<file path="src/rtl/alloc_pkg.sv">
package alloc_pkg;

    typedef enum logic {
        ST_IDLE = 1'b0,
        ST_SKIP = 1'b1
    } alloc_st_e;

endpackage

</file>
<file path="src/rtl/alloc_rsv_match.sv">
module alloc_rsv_match #(
    parameter int              VAL_W = 7,
    parameter int              NUM   = 3,
    parameter logic [NUM*VAL_W-1:0] LIST = '0
) (
    input  logic [VAL_W-1:0] value,
    output logic             hit
);
    logic [NUM-1:0] each_hit;

    for (genvar g = 0; g < NUM; g++) begin : g_cmp
        assign each_hit[g] = (value == LIST[g*VAL_W +: VAL_W]);
    end

    assign hit = |each_hit;
endmodule

</file>
<file path="src/rtl/alloc_base_unit.sv">
module alloc_base_unit #(
    parameter int ADDR_W = 32
) (
    input  logic [ADDR_W-1:0] free_base,
    input  logic [ADDR_W-1:0] want_base,
    input  logic [ADDR_W-1:0] win_size,
    output logic [ADDR_W-1:0] give_base,
    output logic [ADDR_W-1:0] next_base
);
    logic take;

    always_comb begin
        take      = (want_base == '0);
        give_base = take ? free_base : want_base;
        next_base = take ? (free_base + win_size) : free_base;
    end
endmodule

</file>
<file path="src/rtl/alloc_irq_unit.sv">
module alloc_irq_unit #(
    parameter int IRQ_W = 6,
    parameter int CNT_W = 4,
    localparam int FW   = IRQ_W + 1
) (
    input  logic [FW-1:0]    free_irq,
    input  logic [IRQ_W-1:0] want_irq,
    input  logic [CNT_W-1:0] want_cnt,
    output logic             take,
    output logic [IRQ_W-1:0] give_irq,
    output logic [FW-1:0]    tent_irq
);
    always_comb begin
        take     = (want_irq == '0) && (want_cnt != '0);
        give_irq = take ? free_irq[IRQ_W-1:0] : want_irq;
        tent_irq = take ? (free_irq + FW'(want_cnt)) : free_irq;
    end
endmodule

</file>
<file path="src/rtl/res_alloc.sv">
module res_alloc
    import alloc_pkg::*;
#(
    parameter int ADDR_W  = 32,
    parameter int IRQ_W   = 6,
    parameter int CNT_W   = 4,
    parameter int IDX_W   = 8,
    parameter int RSV_A   = 5,
    parameter int RSV_B   = 6,
    parameter int RSV_C   = 9,
    parameter int IRQ_MAX = 32
) (
    input  logic              clk,
    input  logic              rst_n,
    input  logic              init_valid,
    input  logic [ADDR_W-1:0] init_base,
    input  logic [IRQ_W-1:0]  init_irq,
    input  logic              req_valid,
    output logic              req_ready,
    input  logic [ADDR_W-1:0] req_base,
    input  logic [ADDR_W-1:0] req_size,
    input  logic [IRQ_W-1:0]  req_irq,
    input  logic [CNT_W-1:0]  req_irq_cnt,
    output logic              rsp_valid,
    output logic              rsp_reject,
    output logic [ADDR_W-1:0] rsp_base,
    output logic [IRQ_W-1:0]  rsp_irq,
    output logic [IDX_W-1:0]  rsp_index,
    output logic              busy,
    output logic              irq_overflow
);
    localparam int FW = IRQ_W + 1;
    localparam int NUM_RSV = 3;
    localparam logic [FW-1:0] MAX_F = FW'(IRQ_MAX);
    localparam logic [NUM_RSV*FW-1:0] RSV_LIST = {FW'(RSV_C), FW'(RSV_B), FW'(RSV_A)};

    typedef struct packed {
        alloc_st_e          st;
        logic [ADDR_W-1:0]  free_base;
        logic [FW-1:0]      free_irq;
        logic               ovf;
        logic [IDX_W-1:0]   idx;
        logic               rv;
        logic               rrej;
        logic [ADDR_W-1:0]  rbase;
        logic [IRQ_W-1:0]   rirq;
        logic [IDX_W-1:0]   ridx;
    } alloc_s_t;

    alloc_s_t d, q;

    logic              accept;
    logic [ADDR_W-1:0] give_base, next_base;
    logic              irq_take;
    logic [IRQ_W-1:0]  give_irq;
    logic [FW-1:0]     tent_irq, step_irq;
    logic              tent_rsv, step_rsv;

    alloc_base_unit #(.ADDR_W(ADDR_W)) u_base (
        .free_base (q.free_base),
        .want_base (req_base),
        .win_size  (req_size),
        .give_base (give_base),
        .next_base (next_base)
    );

    alloc_irq_unit #(.IRQ_W(IRQ_W), .CNT_W(CNT_W)) u_irq (
        .free_irq (q.free_irq),
        .want_irq (req_irq),
        .want_cnt (req_irq_cnt),
        .take     (irq_take),
        .give_irq (give_irq),
        .tent_irq (tent_irq)
    );

    assign step_irq = q.free_irq + FW'(1);

    alloc_rsv_match #(.VAL_W(FW), .NUM(NUM_RSV), .LIST(RSV_LIST)) u_rsv_tent (
        .value (tent_irq),
        .hit   (tent_rsv)
    );

    alloc_rsv_match #(.VAL_W(FW), .NUM(NUM_RSV), .LIST(RSV_LIST)) u_rsv_step (
        .value (step_irq),
        .hit   (step_rsv)
    );

    assign req_ready = (q.st == ST_IDLE) && !init_valid;
    assign accept    = req_valid && req_ready;

    always_comb begin
        d    = q;
        d.rv = 1'b0;
        if (init_valid) begin
            d.st        = ST_IDLE;
            d.free_base = init_base;
            d.free_irq  = {1'b0, init_irq};
            d.ovf       = 1'b0;
            d.idx       = '0;
        end else if (q.st == ST_SKIP) begin
            d.free_irq = step_irq;
            if (!step_rsv) begin
                d.st  = ST_IDLE;
                d.ovf = (step_irq >= MAX_F);
            end
        end else if (accept) begin
            d.rv = 1'b1;
            if (q.ovf) begin
                d.rrej  = 1'b1;
                d.rbase = '0;
                d.rirq  = '0;
                d.ridx  = q.idx;
            end else begin
                d.rrej      = 1'b0;
                d.rbase     = give_base;
                d.rirq      = give_irq;
                d.ridx      = q.idx;
                d.idx       = q.idx + IDX_W'(1);
                d.free_base = next_base;
                if (irq_take) begin
                    d.free_irq = tent_irq;
                    if (tent_rsv) begin
                        d.st = ST_SKIP;
                    end else begin
                        d.ovf = (tent_irq >= MAX_F);
                    end
                end
            end
        end
    end

    always_ff @(posedge clk or negedge rst_n) begin
        if (!rst_n) begin
            q <= '{st: ST_IDLE, free_base: '0, free_irq: '0, ovf: 1'b0, idx: '0,
                   rv: 1'b0, rrej: 1'b0, rbase: '0, rirq: '0, ridx: '0};
        end else begin
            q <= d;
        end
    end

    assign rsp_valid    = q.rv;
    assign rsp_reject   = q.rrej;
    assign rsp_base     = q.rbase;
    assign rsp_irq      = q.rirq;
    assign rsp_index    = q.ridx;
    assign busy         = (q.st == ST_SKIP);
    assign irq_overflow = q.ovf;

    assert_busy_blocks_R6: assert property (@(posedge clk) disable iff (!rst_n)
        busy |-> !req_ready);

    assert_skip_step_R6: assert property (@(posedge clk) disable iff (!rst_n)
        (busy && !init_valid) |=> (q.free_irq == $past(q.free_irq) + FW'(1)));

    assert_ovf_sticky_R7: assert property (@(posedge clk) disable iff (!rst_n)
        (irq_overflow && !init_valid) |=> irq_overflow);

    assert_reject_when_ovf_R8: assert property (@(posedge clk) disable iff (!rst_n)
        (accept && irq_overflow) |=> (rsp_valid && rsp_reject));

    assert_init_wins_R10: assert property (@(posedge clk) disable iff (!rst_n)
        init_valid |-> !req_ready);

    assert_init_clears_R10: assert property (@(posedge clk) disable iff (!rst_n)
        init_valid |=> (!irq_overflow && !busy));

    assert_rsp_after_accept_R11: assert property (@(posedge clk) disable iff (!rst_n)
        accept |=> rsp_valid);

    assert_no_stray_rsp_R11: assert property (@(posedge clk) disable iff (!rst_n)
        !accept |=> !rsp_valid);
endmodule

</file>
<file path="config.mk">
export PLATFORM = sky130hd
export DESIGN_NAME = res_alloc
export DESIGN_NICKNAME = d
export VERILOG_FILES = /design/src/rtl/alloc_pkg.sv /design/src/rtl/alloc_rsv_match.sv /design/src/rtl/alloc_base_unit.sv /design/src/rtl/alloc_irq_unit.sv /design/src/rtl/res_alloc.sv
export SDC_FILE = /design/constraint.sdc
export NUM_CORES = 1
export LEC_CHECK = 0
export BUFFER_PORTS_ARGS = -buffer_cell sky130_fd_sc_hd__buf_2
export CAP_MARGIN = 15
export CORE_MARGIN = 1.5
export CORE_UTILIZATION = 45
export CTS_BUF_LIST = sky130_fd_sc_hd__clkbuf_8 sky130_fd_sc_hd__clkbuf_16
export CTS_CLUSTER_SIZE = 16
export DETAILED_ROUTE_END_ITERATION = 12
export PLACE_DENSITY = 0.8
export SLEW_MARGIN = 20
export SYNTH_ARGS = -nofsm -noshare
export SYNTH_HDL_FRONTEND = slang
export SYNTH_SLANG_ARGS = --single-unit
</file>
<file path="constraint.sdc">
create_clock -name clk -period 4 [get_ports clk]
set_clock_uncertainty 0.2 [all_clocks]
set_input_delay 0.6 -clock clk [delete_from_list [all_inputs] [get_ports clk]]
set_output_delay 0.6 -clock clk [all_outputs]
set_load 0.005 [all_outputs]
</file>
# ---- Yosys cells after proc, flatten, opt, wreduce, memory -nomap -nowiden
# Cells that the tools add are included.
dict set report word_totals {
  latch_bits 0
  ram_bits 0
  mem_bits_ro 0
  memories 0
  wordCells 65
  register_bits 97
  input_bits 116
  output_inout_bits 51
}
dict set report classes {
  n_shift 0
  n_eq_ne 10
  n_reduce_logical 18
  div_mod_pow 0
  n_addsub 4
  n_bitwise 2
  order_cmp 2
  n_mux 19
  mul 0
}
# op n
set ops {}
lappend ops {{$mux 49} 2}
lappend ops {{$mux 97} 1}
lappend ops {{$mux 32} 3}
lappend ops {{$mux 56} 1}
lappend ops {{$mux 48} 1}
lappend ops {{$mux 47} 1}
lappend ops {{$add 32x32->32} 1}
lappend ops {{$logic_not 32->1} 1}
lappend ops {{$eq 7x3->1 const B} 4}
lappend ops {{$mux 8} 2}
lappend ops {{$eq 7x4->1 const B} 2}
lappend ops {{$ge 7x6->1 const B} 2}
lappend ops {{$reduce_and 3->1} 3}
lappend ops {{$add 8x1->8 const B} 1}
lappend ops {{$add 7x1->7 const B} 1}
lappend ops {{$add 7x4->7} 1}
lappend ops {{$mux 7} 1}
lappend ops {{$logic_not 6->1} 1}
lappend ops {{$mux 1} 6}
lappend ops {{$mux 6} 1}
lappend ops {{$reduce_bool 3->1} 2}
lappend ops {{$reduce_or 3->1} 2}
lappend ops {{$ne 2x2->1 const B} 2}
lappend ops {{$reduce_and 4->1} 1}
lappend ops {{other kinds (8)} 12}

# ---- Longest topological paths before layout
# Gate-level depths: netlist (run 1).
dict set report logic_depth {
  word_depth 11
  depth_mapped 10
  depth_no_buf 10
}

# ---- By module
# From an unflattened synthesis (run 1), not the netlist that was laid out.
dict set report unflattened {
  cells_unflattened 803
  hier_area_um2 7383.3
}
# module seq_area_each_um2 instances area_per_inst_um2 cells_per_inst
set modules_own_cells {}
lappend modules_own_cells {res_alloc 2427.3 1 4549.4 394}
lappend modules_own_cells {alloc_base_unit 0.0 1 2409.8 360}
lappend modules_own_cells {alloc_irq_unit 0.0 1 329.1 39}
lappend modules_own_cells {alloc_rsv_match 0.0 2 47.5 5}

# ---- Worst setup path after synthesis (run 1)
# No wires, ideal clock.
dict set report synth_path {
  kind {input to register}
  from {input port req_size[0]}
  to {register q[92] (netlist name)}
  setup_time_ns 0.126
  n_path_buf 0
  path_slack_ns 0.916
  required_time_ns 3.674
  stages 9
  t_arrival_ns 2.758
  cell_sequence {ha_1 -> fa_1 -> a211oi_2 -> o21bai_1 -> o21a_2 -> a211o_4 -> a31oi_4 -> o21ai_2 -> a311o_1}
}
dict set report synth_via {
  elab_chain_len 6
}
# item line_no
set synth_lines {}
lappend synth_lines {{from (decl)} res_alloc.sv:21} ;# input logic [ADDR_W-1:0] req_size,
lappend synth_lines {{$add 32x32->32} alloc_base_unit.sv:15} ;# next_base = take ? (free_base + win_size) : free_base;
lappend synth_lines {{$mux 32} alloc_base_unit.sv:15}
lappend synth_lines {{$mux 49} res_alloc.sv:108} ;# if (q.ovf) begin
lappend synth_lines {{$mux 97} res_alloc.sv:106} ;# end else if (accept) begin
lappend synth_lines {{$mux 32} res_alloc.sv:100} ;# end else if (q.st == ST_SKIP) begin
lappend synth_lines {{$mux 49} res_alloc.sv:94} ;# if (init_valid) begin
lappend synth_lines {{to (signal assigned)} res_alloc.sv:134} ;# q <= '{st: ST_IDLE, free_base: '0, free_irq: '0, ovf: 1'b0, idx: '0,
lappend synth_lines {{to (decl)} res_alloc.sv:50} ;# alloc_s_t d, q;
# No other way between the ends. The select of a mux whose other input is x is not followed.
# A chain may end at the register's enable or synchronous reset.

# ---- Final worst setup path (run 1)
dict set report layout_path {
  from {register q[64] (netlist name)}
  to {register q[92] (netlist name)}
}
dict set report layout_via {
  elab_chain_len 6
}
# item line_no
set layout_lines {}
lappend layout_lines {{$add 32x32->32} alloc_base_unit.sv:15}
lappend layout_lines {{$mux 32} alloc_base_unit.sv:15}
lappend layout_lines {{$mux 49} res_alloc.sv:108}
lappend layout_lines {{$mux 97} res_alloc.sv:106}
lappend layout_lines {{$mux 32} res_alloc.sv:100}
lappend layout_lines {{$mux 49} res_alloc.sv:94}
# No other way between the ends. The select of a mux whose other input is x is not followed.

==> results of run 1 <==
==> logic make-up after synthesis <==
family	Yosys count	share of synthesized area
AO/OA/AOI/OAI	268	0.255
XOR/XNOR	42	0.0560
adder cells (fa/ha/maj)	41	0.0804
buffers and inverters	100	0.0852
flip-flops	97	0.370
multiplexers	3	0.00458
AND/OR/NAND/NOR	214	0.148
==> how the worst max path moves through the flow <==
stage,startpoint,end,cells past startpoint
4_1_cts,q[64]$_DFFE_PN0P_,q[92]$_DFFE_PN0P_,9
2_1_floorplan,req_size[0],q[92]$_DFFE_PN0P_,9
3_5_place_dp,req_size[0],q[92]$_DFFE_PN0P_,10
6_report,q[64]$_DFFE_PN0P_,q[92]$_DFFE_PN0P_,9
3_3_place_gp,req_size[0],q[92]$_DFFE_PN0P_,10
5_1_grt,q[64]$_DFFE_PN0P_,q[88]$_DFFE_PN0P_,10
==> state kept, by name (all words and copies together) (netlist names) <==
register	flops
rsp_valid	1
irq_overflow	1
rsp_index	8
rsp_reject	1
rsp_irq	6
busy	1
q	47
rsp_base	32
==> final cells by class <==
class	instances	area, um^2	share of cell area
antenna	1	2.50	0.000333
clock buffer	10	239	0.0318
clock inverter	6	73.8	0.00982
inverter	15	56.3	0.00749
multi-input combinational	568	3580	0.477
sequential	97	2430	0.323
tap	180	225	0.0300
timing repair buffer	176	912	0.121
==> routing by layer <==
layer	vias to the layer above	share of wire	track usage
li1	2923	-	-
met1	2935	0.44	0.330
met2	237	0.48	0.422
met3	32	0.056	0.0288
met4	0	0.023	0.101
met5	-	0	0
==> stage by stage <==
step	instances	area, um^2	hold slack (ns)	setup WS (ns)
global placement	1036	7200	0.256	0.644
detailed placement	1036	7200	0.263	0.617
global route	1052	7520	0.149	0.775
finish	1053	7520	0.0754	0.917
floorplan	765	6560	0.104	0.916
CTS	1052	7510	0.256	0.917
==> layout by cell type (no fill, tap or decap), drive strengths merged, types with 3 or more instances in the layout <==
cell type    n
a211oi       8
a21o        16
a21oi       78
a221o        3
a222oi       4
a22oi       27
a31oi        7
and2         7
and3         3
buf        176
clkbuf      10
dfrtp       97
ha          39
inv         17
mux2i        3
nand2      108
nand2b       6
nand3       13
nand4       10
nor2        37
nor2b        4
nor3         9
nor4        14
o211ai       3
o21a         4
o21ai       89
o21bai       3
o22ai        3
o31ai        4
xnor2       21
xor2        21
==> power by group through the flow <==
stage          clock network [mW]  logic (mW)  registers, mW
6_report                    0.923       0.766           1.15
5_1_grt                     0.973       0.856           1.16
4_1_cts                     0.931       0.760           1.15
3_5_place_dp                    0       0.753           1.17
3_3_place_gp                    0       0.741           1.17
2_1_floorplan                   0       0.578           1.14
==> worst register-to-register path, stage by stage, from the launching register on <==
cell	delay (ns)
dfrtp_1	0.42
ha_1	0.22
fa_1	0.44
a211oi_2	0.23
o21bai_1	0.14
o21a_2	0.26
a211o_4	0.35
a31oi_4	0.22
o21ai_2	0.13
a311o_1	0.36
==> summary.md, run 1 <==
| Metric | Value |
|---|---|
| Logic pwr share | 0.270 |
| Buffers and inverters on the worst path | 0 |
| Pins Over Slew Limit | 0 |
| Most instantiated cells after synthesis | nand2_1, dfrtp_1, o21ai_0 |
| Final Total Pwr | between 2 and 3 mW |
| Vias in the first global route | approximately 6k |
| CTS HTree Levels | 3 |
| Crit path max-delay family | compound AO/OA/AOI/OAI gates |
| Crit-path cells | ha_1 -> fa_1 -> a211oi_2 -> o21bai_1 -> o21a_2 -> a211o_4 -> a31oi_4 -> o21ai_2 -> a311o_1 |
| Fmax | approximately 0.32 GHz |
| Sequential share of power | 0.405 |
| Switching share of power | 0.327 |
| Post-DP HPWL | ~14000 um |
| CTS tree | done |
| Gr ovfl total | 0 |
| Cell with the most instances after synthesis | nand2_1 |
| Final setup violation count | 0 |
| DR iter-0 viols | 472 |
| Clock root buffer | clkbuf_16 |
| Cells after Synth | approximately 770 |
| Clock Tree Buf Depth | 2 |
| FP Rows | 43 |
| Drt drc | 0 |
| Pwr/cell area | 378 nW/um^2 |
| Part of the power in the clock network | 0.325 |
| Synth unique cells | 62 |
| Initial antenna violation count | 0 |
| Ranking of synthesized cells by area | dfrtp_1, ha_1, o21ai_0, nand2_1, a21oi_1 |
| Via count | ~6.1k |
| Setup_tns | 0 ns |
| Worst reg2reg path endpoint | q[92]$_DFFE_PN0P_ |
| Setup repair bufs after CTS | 0 |
| Die width | between 100 and 150 um |
| P_int | about 1.9 mW |
| Port bufs | about 170 |
| Total nets after synthesis | 922 |
| Router iterations before antenna repair | 5 |
| Endpoints failing hold | 0 |
| CP Launch Type | flop |
| Syn Area/Cell | about 8.6 um^2 |
| RSZ-0062 raised after global routing | no |
| Worst reg2reg startpoint | q[64]$_DFFE_PN0P_ |
| Least-Margin Pin Slew | between 0.8 and 0.9 ns |
| Hold buffers post-CTS | 0 |
| Yosys warning count | 0 |
| Total detailed-routing wirelength | about 19000 um |
| Pin count of the biggest net entering global routing | 80 |
| Critical Path RT | 4.04 ns |
| P&R area growth vs syn | 14.6% |
| Post-route ant nets | 0 |
| #FFs+latches synth | between 90 and 100 |
| CP arrival | 3.12 ns |
| TritonCTS Buffers | 9 |
| Synth Flop Type | dfrtp_1 |
| Worst hold path class | in2async |
| Critical path fanouts, max | 4 |
| IR drop worst, VDD | between 0.00015 and 0.0002 V |
| Psw | 0.928 mW |
| # fillers | 1311 |
| Post-layout utilization of the core | 0.536 |
| I/O pin cnt | around 170 |
| Skew-Pair Late Insertion Delay | roughly 0.36 ns |
| WS Path Type | reg2reg |
| Total of max-cap violations | 0 |
| GRT Total Usage | 0.251 |
| Slew headroom | 0.414 |
| Critical Path Slowest Stage Cell | fa_1 |
| Synthesized area | roughly 6600 um^2 |
| Crit-path max cell delay | 0.44 ns |
| Fin crit share | 0.771 |
| R2R depth | 9 |
| Resize count post-CTS | 0 |
| Register-to-register setup slack | roughly 0.92 ns |
| Clock sink count | 97 |
| Status | finished, final reports clean |
| Fin crit period | 3.08 ns |
| Yosys top cell by area | dfrtp_1 |
| Leakage | 3.65 nW |
| Post-synthesis sequential area ratio | 0.370 |
| GP Congestion | 0.970 |
| Synth async-reset ratio | 1.00 |
| Clock slew at reported path FFs | ~0.080 ns |
| Core ar. | 14000 um^2 |
| Layout cells sized above 1 | 0.237 |
| Critical Path End Type | flop |
| # nets final | just over 1k |
| EDFF count, synth | 0 |
| First-pass GRT wire length | 29700 um |
| Die Area | about 15000 um^2 |
| Share of the synthesized area in the top cell type | 0.370 |
| Initial Utilization | 0.467 |
| Vias per std cell | a little under 6 |
| Post-DR wirelength/cell | 17.8 um |
| DIE HEIGHT | 124 um |
Note: power is estimated with default switching activity, not from simulation.
==> inputs of run 2 (changes only) <==
- PLACE_DENSITY: 0.8 -> 0.83
- clock period: 4 -> 2.6 ns (I/O delays scaled with it)
==> summary.md, run 2 (same netlist as run 1, synthesis figures left out) <==
| Metric | Value |
|---|---|
| Status | complete, but fails checks |
| Failing checks | setup timing |
| Grt met3 use | 0.0435 (+0.0147) |
| Critical Path End Type | flop |
| GP Congestion | 0.956 (-1.5%) |
| # fillers | 1195 (-8.8%) |
| M2 GR Usage | 0.437 (+0.0145) |
| Multi-input gate area | 3870 um^2 (+8.0%) |
| Post-DR wirelength/cell | 18.0 um (+1.0%) |
| P_int | 3.24 mW (+69%) |
| Worst hold path class | in2reg |
| CP arrival | 2.84 ns (-0.28 ns) |
| Die width | 124 um (unchanged) |
| Most frequent cells in the layout | buf_2, nand2_1, buf_4 |
| Largest Register | q |
| CP Launch Type | flop |
| TritonCTS Buffers | 9 (unchanged) |
| Part of the power in the clock network | 0.296 (-0.029) |
| Max reg flops | 47 (unchanged) |
| Fin crit share | 1.08 (+0.310) |
| Final Total Pwr | 4.75 mW (+67%) |
| Clock sink count | 97 (unchanged) |
| DR iter-0 viols | 570 (+21%) |
| Post-DP HPWL | 14800 um (+5.6%) |
| Leakage | 4.13 nW (+13%) |
| GR peak layer | met2 |
| Gr ovfl total | 0 (unchanged) |
| P&R area growth vs syn | 29.6% |
| Crit-path cells | ha_1 -> a21oi_1 -> o21ai_0 -> a211oi_1 -> o21ai_1 -> a31oi_4 -> buf_4 -> o41ai_2 -> xnor2_1 -> o21ai_1 |
| Final setup margin | -0.211 ns (-1.13 ns) |
| I/O pin cnt | 167 (unchanged) |
| Final hold slack | 0.0617 ns (-0.0137 ns) |
| Die Area | 15300 um^2 (unchanged) |
| CTS HTree Levels | 3 (unchanged) |
| Via count | 6737 (+10%) |
| RSZ-0062 raised after global routing | yes |
| Register area | 2430 um^2 (about the same) |
| DP Area | 7770 um^2 (+7.9%) |
| Port bufs | 166 (unchanged) |
| WS Path Type | reg2reg |
| Initial Utilization | 0.467 (unchanged) |
| Initial antenna violation count | 3 (+3) |
| Pins Over Slew Limit | 0 (unchanged) |
| Most common cell after layout, fill and taps aside | buf_2 |
| GRT met1 Usage | 0.331 (+0.00107) |
| Drt drc | 0 (unchanged) |
| Switching share of power | 0.318 (-0.00887) |
| # nets final | 1115 (+8.9%) |
| Critical Path RT | 2.63 ns (-1.41 ns) |
| Crit-path max cell delay | 0.42 ns (-0.02 ns) |
| CTS tree | done |
| Least-Margin Pin Slew | 0.457 ns (-0.422 ns) |
| Vias per std cell | 5.89 (+1.3%) |
| Post-route ant nets | 0 (unchanged) |
| Fmax | 0.356 GHz (+9.7%) |
| Pwr/cell area | 558 nW/um^2 (+48%) |
| Router iterations before antenna repair | 5 (unchanged) |
| First-pass GRT wire length | 31500 um (+6.2%) |
| Psw | 1.51 mW (+63%) |
| IR drop worst, VDD | 0.000340 V (+77%) |
| Final Cell Area | 8510 um^2 (+13%) |
| Critical Path Slowest Stage Cell | dfrtp_1 |
| Layout cells sized above 1 | 0.347 (+0.109) |
| Slew headroom | 0.695 (+0.282) |
| Vias in the first global route | 6476 (+8.3%) |
| DIE HEIGHT | 124 um (unchanged) |
| Clock slew at reported path FFs | 0.07 ns (about the same) |
| Clock Tree Buf Depth | 2 (unchanged) |
| Pin count of the biggest net entering global routing | 50 (-38%) |
| Most used cell, CP | o21ai_1 |
| Final setup violation count | 13 (+13) |
| Buffers and inverters on the worst path | 1 (+1) |
| Total detailed-routing wirelength | 20600 um (+9.7%) |
| Endpoints failing hold | 0 (unchanged) |
| Total of max-cap violations | 0 (unchanged) |
| Post-layout utilization of the core | 0.606 (+0.0704) |
| Skew-Pair Late Insertion Delay | 0.35 ns (about the same) |
| Crit path max-delay family | compound AO/OA/AOI/OAI gates |
| Logic pwr share | 0.333 (+0.063) |
| FP Rows | 43 (unchanged) |
| GRT Total Usage | 0.267 (+0.0157) |
| Clock root buffer | clkbuf_16 |
| Fin crit period | 2.81 ns (-0.272 ns) |
| Critical path fanouts, max | 5 (+1) |
| Core ar. | 14000 um^2 (unchanged) |
| Sequential share of power | 0.371 (-0.034) |
[run 2: layout make-up]
type / count / area share
Timing Repair Buffer: 267 / 0.191
Sequential cell: 97 / 0.285
Clock inverter: 5 / 0.00868
Antenna cell: 2 / 0.000588
Clock buffer: 9 / 0.0265
Multi-Input combinational cell: 568 / 0.455
Inverter: 15 / 0.00662
Tap cell: 180 / 0.0265
[run 2: metrics by stage]
step / setup WS (ns) / std cells / TNS [ns]
2_1_floorplan: -0.152 / 765 / -0.431
3_3_place_gp: -0.325 / 1106 / -2.71
3_5_place_dp: -0.382 / 1106 / -3.48
4_1_cts: -0.160 / 1134 / -0.694
5_1_grt: -0.331 / 1142 / -3.30
6_report: -0.211 / 1143 / -1.21
[run 2: worst min-delay path, cell delays in order]
cell and delay [ns]:
buf_2 0.08, nand2_1 0.05, o21ai_1 0.06
[run 2: path summary, 6_finish.rpt]
check | from | depth (start not counted) | endpoint | slack [ns]
min in group asynchronous | rst_n | 2 | rsp_base[16]$_DFFE_PN0P_ | 0.29
hold / removal | init_irq[4] | 3 | q[61]$_DFFE_PN0P_ | 0.06
setup / recovery | q[79]$_DFFE_PN0P_ | 10 | q[94]$_DFFE_PN0P_ | -0.21
setup reg to reg | q[79]$_DFFE_PN0P_ | 10 | q[94]$_DFFE_PN0P_ | -0.21
hold reg to reg | rsp_index[7]$_DFFE_PN0P_ | 2 | rsp_index[7]$_DFFE_PN0P_ | 0.27
max in group asynchronous | rst_n | 3 | rsp_index[3]$_DFFE_PN0P_ | 1.22
[run 2: power groups by stage]
stage          Combinational, mW  Sequential [mW]  Clock, mW
3_5_place_dp                1.36             1.78          0
6_report                    1.58             1.76       1.41
2_1_floorplan              0.891             1.75          0
3_3_place_gp                1.33             1.78          0
5_1_grt                     1.73             1.78       1.48
4_1_cts                     1.44             1.76       1.42
[run 2: routing by layer]
layer | share of wire | vias up
li1 | - | 3112
met1 | 0.40 | 3195
met2 | 0.48 | 362
met3 | 0.080 | 66
met4 | 0.044 | 2
met5 | 0.00049 | -
[run 2: timing repair]
item / CTS / global route
hold buffers: 1 / 0
resized for setup: 11 / 44
hold endpoints to repair: 21 / 0
buffers inserted: 13 / 7
pin swaps: 14 / 24
endpoints found under the setup margin: 16 / 21
